[src/rtl/irq_entry_pkg.sv]
package irq_entry_pkg;
   typedef enum logic [2:0] {
      ST_IDLE    = 3'd0,
      ST_PUSH_SR = 3'd1,
      ST_PUSH_PC = 3'd2,
      ST_MASK    = 3'd3,
      ST_FETCH   = 3'd4,
      ST_JUMP    = 3'd5
   } entry_st_e;
endpackage

[src/rtl/irq_vec_sel.sv]
module irq_vec_sel #(
   parameter int VEC_W      = 8,
   parameter bit EXT_VEC_EN = 1'b1
) (
   input  logic [VEC_W-1:0] int_vec,
   input  logic [VEC_W-1:0] ext_vec,
   input  logic             use_ext,
   output logic [VEC_W-1:0] vec
);
   generate
      if (EXT_VEC_EN) begin : g_ext
         assign vec = use_ext ? ext_vec : int_vec;
      end else begin : g_int_only
         logic unused_ext;
         assign unused_ext = use_ext ^ (^ext_vec);
         assign vec = int_vec;
      end
   endgenerate
endmodule

[src/rtl/irq_vec_addr.sv]
module irq_vec_addr #(
   parameter int XLEN  = 32,
   parameter int VEC_W = 8
) (
   input  logic [XLEN-1:0]  base,
   input  logic [VEC_W-1:0] vec,
   output logic [XLEN-1:0]  entry_addr
);
   localparam int WORD_BYTES = XLEN / 8;
   localparam int SHIFT      = $clog2(WORD_BYTES);

   assign entry_addr = base + (XLEN'(vec) << SHIFT);
endmodule

[src/rtl/irq_sp_step.sv]
module irq_sp_step #(
   parameter int XLEN = 32
) (
   input  logic [XLEN-1:0] sp_cur,
   output logic [XLEN-1:0] sp_next
);
   localparam logic [XLEN-1:0] WORD_BYTES = XLEN'(XLEN / 8);

   assign sp_next = sp_cur - WORD_BYTES;
endmodule

[src/rtl/irq_entry_seq.sv]
module irq_entry_seq #(
   parameter int XLEN       = 32,
   parameter int VEC_W      = 8,
   parameter int LVL_W      = 4,
   parameter int MASK_LSB   = 4,
   parameter bit EXT_VEC_EN = 1'b1
) (
   input  logic             clk,
   input  logic             rst_n,
   input  logic             irq_accept,
   input  logic [LVL_W-1:0] irq_level,
   input  logic [VEC_W-1:0] irq_int_vec,
   input  logic             irq_ext,
   input  logic             ext_vec_mode,
   input  logic [VEC_W-1:0] ext_vec_bus,
   input  logic             dec_valid,
   input  logic [XLEN-1:0]  dec_pc,
   input  logic [XLEN-1:0]  sr_in,
   input  logic [XLEN-1:0]  sp_in,
   input  logic [XLEN-1:0]  vbr,
   output logic             dec_cancel,
   output logic             busy,
   output logic             mem_req,
   output logic             mem_we,
   output logic [XLEN-1:0]  mem_addr,
   output logic [XLEN-1:0]  mem_wdata,
   input  logic             mem_ready,
   input  logic [XLEN-1:0]  mem_rdata,
   output logic             sp_wr_en,
   output logic [XLEN-1:0]  sp_wr_data,
   output logic             sr_wr_en,
   output logic [XLEN-1:0]  sr_wr_data,
   output logic             pc_load,
   output logic [XLEN-1:0]  pc_target
);
   import irq_entry_pkg::*;

   generate
      if (XLEN % 8 != 0 || XLEN < 16) begin : g_bad_xlen
         $error("irq_entry_seq: XLEN must be a byte multiple of at least 16");
      end
      if (MASK_LSB + LVL_W > XLEN) begin : g_bad_mask
         $error("irq_entry_seq: mask field exceeds status word");
      end
      if (VEC_W + $clog2(XLEN / 8) > XLEN) begin : g_bad_vec
         $error("irq_entry_seq: vector offset exceeds address width");
      end
   endgenerate

   entry_st_e        state_q, state_d;
   logic [XLEN-1:0]  pc_q, sr_q, sp_q, tgt_q;
   logic [LVL_W-1:0] lvl_q;
   logic [VEC_W-1:0] int_vec_q, vec_q, vec_pick;
   logic             use_ext_q;
   logic [XLEN-1:0]  sp_dec, tbl_addr;
   logic             start;

   irq_sp_step #(.XLEN(XLEN)) u_sp_step (
      .sp_cur  (sp_q),
      .sp_next (sp_dec)
   );

   irq_vec_sel #(.VEC_W(VEC_W), .EXT_VEC_EN(EXT_VEC_EN)) u_vec_sel (
      .int_vec (int_vec_q),
      .ext_vec (ext_vec_bus),
      .use_ext (use_ext_q),
      .vec     (vec_pick)
   );

   irq_vec_addr #(.XLEN(XLEN), .VEC_W(VEC_W)) u_vec_addr (
      .base       (vbr),
      .vec        (vec_q),
      .entry_addr (tbl_addr)
   );

   assign start = (state_q == ST_IDLE) && dec_valid && irq_accept;

   always_comb begin
      state_d = state_q;
      unique case (state_q)
         ST_IDLE:    if (start) state_d = ST_PUSH_SR;
         ST_PUSH_SR: if (mem_ready) state_d = ST_PUSH_PC;
         ST_PUSH_PC: if (mem_ready) state_d = ST_MASK;
         ST_MASK:    state_d = ST_FETCH;
         ST_FETCH:   if (mem_ready) state_d = ST_JUMP;
         ST_JUMP:    state_d = ST_IDLE;
         default:    state_d = ST_IDLE;
      endcase
   end

   always_ff @(posedge clk or negedge rst_n) begin
      if (!rst_n) begin
         state_q   <= ST_IDLE;
         pc_q      <= '0;
         sr_q      <= '0;
         sp_q      <= '0;
         tgt_q     <= '0;
         lvl_q     <= '0;
         int_vec_q <= '0;
         vec_q     <= '0;
         use_ext_q <= 1'b0;
      end else begin
         state_q <= state_d;
         if (start) begin
            pc_q      <= dec_pc;
            sr_q      <= sr_in;
            sp_q      <= sp_in;
            lvl_q     <= irq_level;
            int_vec_q <= irq_int_vec;
            use_ext_q <= irq_ext && ext_vec_mode;
         end
         if ((state_q == ST_PUSH_SR || state_q == ST_PUSH_PC) && mem_ready) begin
            sp_q <= sp_dec;
         end
         if (state_q == ST_MASK) begin
            vec_q <= vec_pick;
         end
         if (state_q == ST_FETCH && mem_ready) begin
            tgt_q <= mem_rdata;
         end
      end
   end

   always_comb begin
      sr_wr_data = sr_q;
      sr_wr_data[MASK_LSB +: LVL_W] = lvl_q;
   end

   assign dec_cancel = start;
   assign busy       = (state_q != ST_IDLE);
   assign mem_req    = (state_q == ST_PUSH_SR) || (state_q == ST_PUSH_PC) ||
                       (state_q == ST_FETCH);
   assign mem_we     = (state_q == ST_PUSH_SR) || (state_q == ST_PUSH_PC);
   assign mem_addr   = (state_q == ST_FETCH) ? tbl_addr : sp_dec;
   assign mem_wdata  = (state_q == ST_PUSH_SR) ? sr_q : pc_q;
   assign sp_wr_en   = (state_q == ST_MASK);
   assign sp_wr_data = sp_q;
   assign sr_wr_en   = (state_q == ST_MASK);
   assign pc_load    = (state_q == ST_JUMP);
   assign pc_target  = tgt_q;
endmodule

[config.mk]
export PLATFORM = sky130hd
export DESIGN_NAME = irq_entry_seq
export DESIGN_NICKNAME = d
export VERILOG_FILES = /design/src/rtl/irq_entry_pkg.sv /design/src/rtl/irq_vec_sel.sv /design/src/rtl/irq_vec_addr.sv /design/src/rtl/irq_sp_step.sv /design/src/rtl/irq_entry_seq.sv
export SDC_FILE = /design/constraint.sdc
export NUM_CORES = 1
export LEC_CHECK = 0
export ABC_AREA = 1
export BUFFER_PORTS_ARGS = -buffer_cell sky130_fd_sc_hd__buf_2
export CORE_UTILIZATION = 40
export CTS_CLUSTER_DIAMETER = 80
export CTS_CLUSTER_SIZE = 28
export DETAILED_ROUTE_END_ITERATION = 12
export GPL_ROUTABILITY_DRIVEN = 0
export GPL_TIMING_DRIVEN = 0
export HOLD_SLACK_MARGIN = 0.05
export PLACE_DENSITY_LB_ADDON = 0.05
export SYNTH_ARGS = -nofsm -noshare
export SYNTH_HDL_FRONTEND = slang
export SYNTH_HIERARCHICAL = 1
export SYNTH_SLANG_ARGS = --single-unit
[constraint.sdc]
create_clock -name clk -period 1.8 [get_ports clk]
set_clock_uncertainty 0.05 [all_clocks]
set_input_delay 0.27 -clock clk [delete_from_list [all_inputs] [get_ports clk]]
set_output_delay 0.27 -clock clk [all_outputs]
set_load 0.02 [all_outputs]
==> results of run 1 <==
-- logic make-up (layout without fill, tap and decap cells) --
family	count (synthesis)	after routing
fa+ha+maj	10	10
simple gates	1019	1019
xor+xnor	25	25
other cells	0	7
flops	152	152
buf+inv	234	798
compound gates	45	45
-- final timing paths --
| path | from | endpoint | slack [ns] | cells past startpoint |
|---|---|---|---|---|
| min in group asynchronous | rst_n | sp_wr_data[17] | 0.26 | 2 |
| min | ext_vec_bus[6] | vec_q[6] | 0.08 | 5 |
| max reg2reg | sp_wr_data[4] | sp_wr_data[19] | 0.05 | 11 |
| max | vec_q[0] | mem_addr[30] | -0.87 | 13 |
| max in group asynchronous | rst_n | sp_wr_data[5] | 0.50 | 3 |
| min reg2reg | pc_target[24] | pc_target[24] | 0.42 | 2 |
-- worst reg2reg max path: stages (launching register included) --
cell,delay (ns)
dfrtp_2,0.47
nor2_4,0.12
nand2_4,0.10
nor2_8,0.20
buf_4,0.15
nand3_1,0.07
nand2_1,0.06
nand2_1,0.07
inv_2,0.08
nand4_1,0.12
nand2_1,0.10
nor2_1,0.04
-- timing repair --
action / CTS / global route
cloned: 4 / 2
endpoints found under the setup margin: 77 / 163
buffers inserted: 36 / 33
pin swaps: 72 / 89
hold buffers: 109 / 0
resized for setup: 344 / 221
hold endpoints to repair: 151 / 0
-- per-layer routing --
layer,vias to the layer above,track usage
li1,5617,-
met5,-,0
met2,372,0.508
met4,0,0.117
met1,5230,0.347
met3,58,0.0638
-- through the flow --
step | area [µm²] | util | setup TNS [ns]
after floorplan | 9970 | - | -0.749
final | 16300 | 0.688 | -35.10
after global placement | 12100 | 0.512 | -336.84
after detailed placement | 12200 | 0.514 | -17.66
after global routing | 16300 | 0.688 | -39.87
after CTS | 15300 | 0.646 | -34.00
-- area by class of cell --
cell class                 count  area (µm²)
inverter                     145         567
multi-input combinational   1099        6110
timing repair buffer         534        4040
antenna                        7        17.5
tap                          319         399
buffer                        87         738
sequential                   152        3830
clock inverter                15         169
fill                        2094        7390
clock buffer                  17         425
-- state kept, by name, summed over array words and instances (netlist names), 3 cells and up --
name        count
int_vec_q       8
lvl_q           4
pc_q           32
pc_target      32
sp_wr_data     32
sr_q           32
state_q         3
vec_q           8
-- power by group --
group / internal, mW / leakage, nW / switching [mW]
clock: 1.87 / 0.284 / 1.79
combinational: 8.15 / 6.95 / 10.4
sequential: 5.03 / 1.83 / 1.66
total: 15.1 / 9.07 / 13.8
-- layout by cell type, fill, tap and decap left out, types with 6 or more instances in the layout --
cell type and count:
dfrtp_2 20, nor2_1 110, inv_4 6, nand3_1 61, o21ai_2 23, clkbuf_1 8, nand2_1 568, buf_4 79
xor2_1 10, dlygate4sd3_1 109, inv_2 18, clkbuf_16 22, xnor2_1 9, buf_2 290, o21ai_4 9, nand3b_1 9
nand2_2 111, buf_12 7, nand3_4 8, nand4_1 40, nor2_2 20, ha_4 7, nor2_4 21, o21ai_1 8
inv_1 120, nand2_4 57, clkbuf_2 12, diode_2 7, buf_6 98, dfrtp_1 132
==> metrics.yaml, run 1 <==
synth_top_family_by_area: "simple AND/OR/NAND/NOR gates"
ys_ff_latch: 152
numCtsBuffers: 17
cts_root_buf: "clkbuf_16"
cp_common_cell: "nand2_2"
crit_family: "simple AND/OR/NAND/NOR gates"
dp_hpwl_um: 25900
drt_first_iter_violations: 521
cts_sinks: 152
yosysWarnings: 6
ant_nets: 0
synth_commonest_cells: "nand2_1 (721), dfrtp_1 (152), inv_1 (139)"
drive_gt1_frac: 0.420
tritoncts: "done"
synthTopCellsByArea: "dfrtp_1 (39%), nand2_1 (28%), inv_1 (5.4%)"
crit_buf_inv: 3
violations: "setup timing"
die_area_mm2: 0.0249
synth_area_per_cell_um2: 6.55
power.total_mw: 28.9
end_kind: "output port"
h-tree-depth: 4
clock.fmax_mhz: 375
clock_path_buffers: 2
final.period_utilization: 1.48
yosysSeqAreaShare: 0.391
rsz0062_at_grt: "true"
outcome: "complete, but fails checks"
io_buffers: 351
cp-start-kind: "flop"
synth.area.mux_share: 0
drc_errors: 0
grt_pass1_vias: 10700
grt_overflow_total: 0
antenna_found_initial: 5
synth.most_common_cell: "nand2_1"
maxSlewViolCount: 0
grt_max_degree: 110
worstHoldPathType: "in2reg"
p_leak_nw: 9.07
arrival_ns: 2.35
ir_worst_vdd_uv: 1360
setup_viol: 68
synth_xor_area_frac: 0.0233
wl_met2_um: 19000
ys_types: 32
synth_nets: 1682
crit_path_max_fanout: 6
fp.dieW_um: 158
synth_ff_type: "dfrtp_1"
path_class: "reg2out"
critPathRequiredTime_ns: 1.48
area_growth_pct: 67.5
ios: 354
finalWorstSetupSlack_ns: -0.867
yosysTopAreaCell: "dfrtp_1"
min_period_ns: 2.67
track_usage: 0.291
wl_per_cell_um: 15.8
fin_nets: 2233
cp_cell_sequence: "ha_2 > inv_2 > fa_2 > inv_4 > nand3_4 > nand3_4 > nand2_2 > nand2_4 > nand3b_1 > nand2_2 > nand2_2 > o21ai_4 > buf_6"
synthAdderAreaFrac: 0.0136
power_density_mw_per_mm2: 1770
crit_path_top_delay_cell: "dfrtp_1"
max_cap_violations: 0
place_ws_ns: -0.594
top_layer: "met4"
synth_top_area_frac: 0.391
die_h_um: 158
m1WireLength_um: 15200
vias: 11300
timing.hold.ws_ns: 0.0770
slowest_delay_ns: 0.36
clk_pin_slew_ns: 0.07
dp.cells: 2156
coreArea_mm2: 0.0237
wl_met3_um: 2270
floorplan.rows: 56
synth_area_mm2: 0.00973
insertion_delay_ns: 0.44
finalWirelength_um: 37500
slew-limit-headroom: 0.538
worst_pin_slew_ns: 0.692
hold_viol_final: 0
initial_utilization: 0.411
vias_per_cell: 4.75
synth_simple_gate_area_frac: 0.437
first_pass_iters: 5
layout.cells.non_filler: 2375
async_flop_share: 1.00
synthCells: 1485
synth_edf_count: 0
grt_pass1_wl_um: 55100
synth-compound-area-share: 0.0234
(Power assumes the default switching activity.)
==> run 2, diff against run 1 <==
==> constraint.sdc (replaced) <==
create_clock -name clk -period 2.97 [get_ports clk]
set_clock_uncertainty 0.05 [all_clocks]
set_input_delay 0.4455 -clock clk [delete_from_list [all_inputs] [get_ports clk]]
set_output_delay 0.4455 -clock clk [all_outputs]
set_load 0.02 [all_outputs]
==> run 2 against run 1 <==
The flow now finishes without violations. Count of clock-buffer cells in the layout did not move. Non-clock buffer count fell by 172. Critical endpoint is now mem_addr[20]. Global-route usage fell by 2.6 points. Combinational power fell by 58%. Die area did not move. Sequential share of layout area rose by 6.3 points. Register-to-register slack improved by 0.96 ns. Routed wire length fell by 11%.
==> metrics.yaml, run 2 (synthesis results as in run 1) <==
cp_common_cell: "buf_4"
clock.fmax_mhz: 343
min_period_ns: 2.92
clock_path_buffers: 2
setup_viol: 0
track_usage: 0.265
clk_pin_slew_ns: 0.07
end_kind: "output port"
h-tree-depth: 4
crit_buf_inv: 6
die_area_mm2: 0.0249
fin_util: 0.539
antenna_found_initial: 4
final_cell_mix: "nand2_1 (707), buf_2 (358), dfrtp_1 (152)"
drt_first_iter_violations: 674
register_area_mm2: 0.00380
drive_gt1_frac: 0.284
grt-busiest-layer: "met2"
grtUsageMet3: 0.0662
area_growth_pct: 31.2
grtUsageMet1: 0.332
numCtsBuffers: 17
dp_hpwl_um: 25700
rsz0062_at_grt: "true"
layout_commonest_cell: "nand2_1"
p_leak_nw: 7.56
cts_sinks: 152
floorplan.rows: 56
power_density_mw_per_mm2: 1080
vias_per_cell: 4.71
nFillCells: 2559
tritoncts: "done"
first_pass_iters: 5
path_class: "reg2out"
grt_pass1_vias: 9553
fp.dieW_um: 158
slowest_delay_ns: 0.38
final.period_utilization: 0.982
grtUsageMet2: 0.446
setup-tns-final_ns: 0
worstHoldPathType: "in2reg"
cts_root_buf: "clkbuf_16"
drc_errors: 0
worst_pin_slew_ns: 0.742
coreArea_mm2: 0.0237
fin_nets: 2061
max_cap_violations: 0
power.total_mw: 13.8
cp_cell_sequence: "ha_2 > inv_2 > fa_2 > inv_4 > buf_4 > buf_4 > buf_4 > nand3b_1 > nand2_1 > nand2_1 > nand2_2 > nand2_2 > o21ai_1 > buf_4"
slew-limit-headroom: 0.505
io_buffers: 351
insertion_delay_ns: 0.43
critPathRequiredTime_ns: 2.47
arrival_ns: 2.42
grt_overflow_total: 0
outcome: "complete, no violations"
die_h_um: 158
ios: 354
crit_path_top_delay_cell: "fa_2"
grt_pass1_wl_um: 50200
initial_utilization: 0.411
hold_viol_final: 0
crit_family: "buffers and inverters"
ant_nets: 0
wl_per_cell_um: 15.2
vias: 10300
finalWirelength_um: 33400
maxSlewViolCount: 0
ir_worst_vdd_uv: 527
multiInputGateArea_mm2: 0.00500
crit_path_max_fanout: 3
cp-start-kind: "flop"
grt_max_degree: 104
-- run 2: final timing paths --
kind	startpoint	to	slack [ns]	depth (start not counted)
min reg2reg	pc_target[10]	pc_target[10]	0.42	2
max	vec_q[0]	mem_addr[20]	0.05	14
min	sr_in[26]	sr_q[26]	0.15	3
max in group asynchronous	rst_n	int_vec_q[1]	1.52	3
max reg2reg	sp_wr_data[2]	sp_wr_data[24]	1.01	11
min in group asynchronous	rst_n	sp_wr_data[17]	0.46	2
-- run 2: per-stage QoR --
stage / area, µm² / hold WS (ns) / setup slack, ns / cells
finish: 12800 / 0.153 / 0.0547 / 2198
global route: 12800 / 0.143 / -0.0540 / 2196
CTS: 12500 / 0.134 / 0.0129 / 2190
detailed placement: 11900 / 0.339 / 0.0539 / 2156
global placement: 11900 / 0.400 / -1.15 / 2155
floorplan: 9730 / 0.0999 / 0.541 / 1485
-- run 2: per-layer routing --
metal	up-vias	wire length [µm]	part of all wire
li1	5259	-	-
met1	4692	14000	0.42
met2	341	16100	0.48
met3	50	2470	0.074
met4	0	819	0.025
met5	-	0	0
-- run 2: what timing repair did --
action | CTS | global route
resized for setup | 7 | 46
pin swaps | 0 | 8
setup endpoints to repair | 10 | 24
endpoints found under the hold margin | 49 | 0
setup buffers | 2 | 5
hold buffers | 1 | 0
-- run 2: final cells by class --
cell class              count  area share
multi-input cells        1099       0.392
clock inverters            14      0.0124
well taps                 319      0.0313
repair buffers            360       0.147
clock buffers              17      0.0333
plain buffers              89      0.0427
flip-flops and latches    152       0.298
inverters                 145      0.0428
diodes                      3    0.000588
-- run 2: power breakdown --
group	internal (mW)	switching (mW)	leakage, nW
Sequential	3.03	0.824	1.85
Clock	1.19	1.03	0.275
Combinational	2.66	5.06	5.44
-- run 2: worst min-delay path, delay by kind of cell --
family / cells / cell delay (ns)
buffers and inverters: 1 / 0.07
and+or+nand+nor: 2 / 0.09
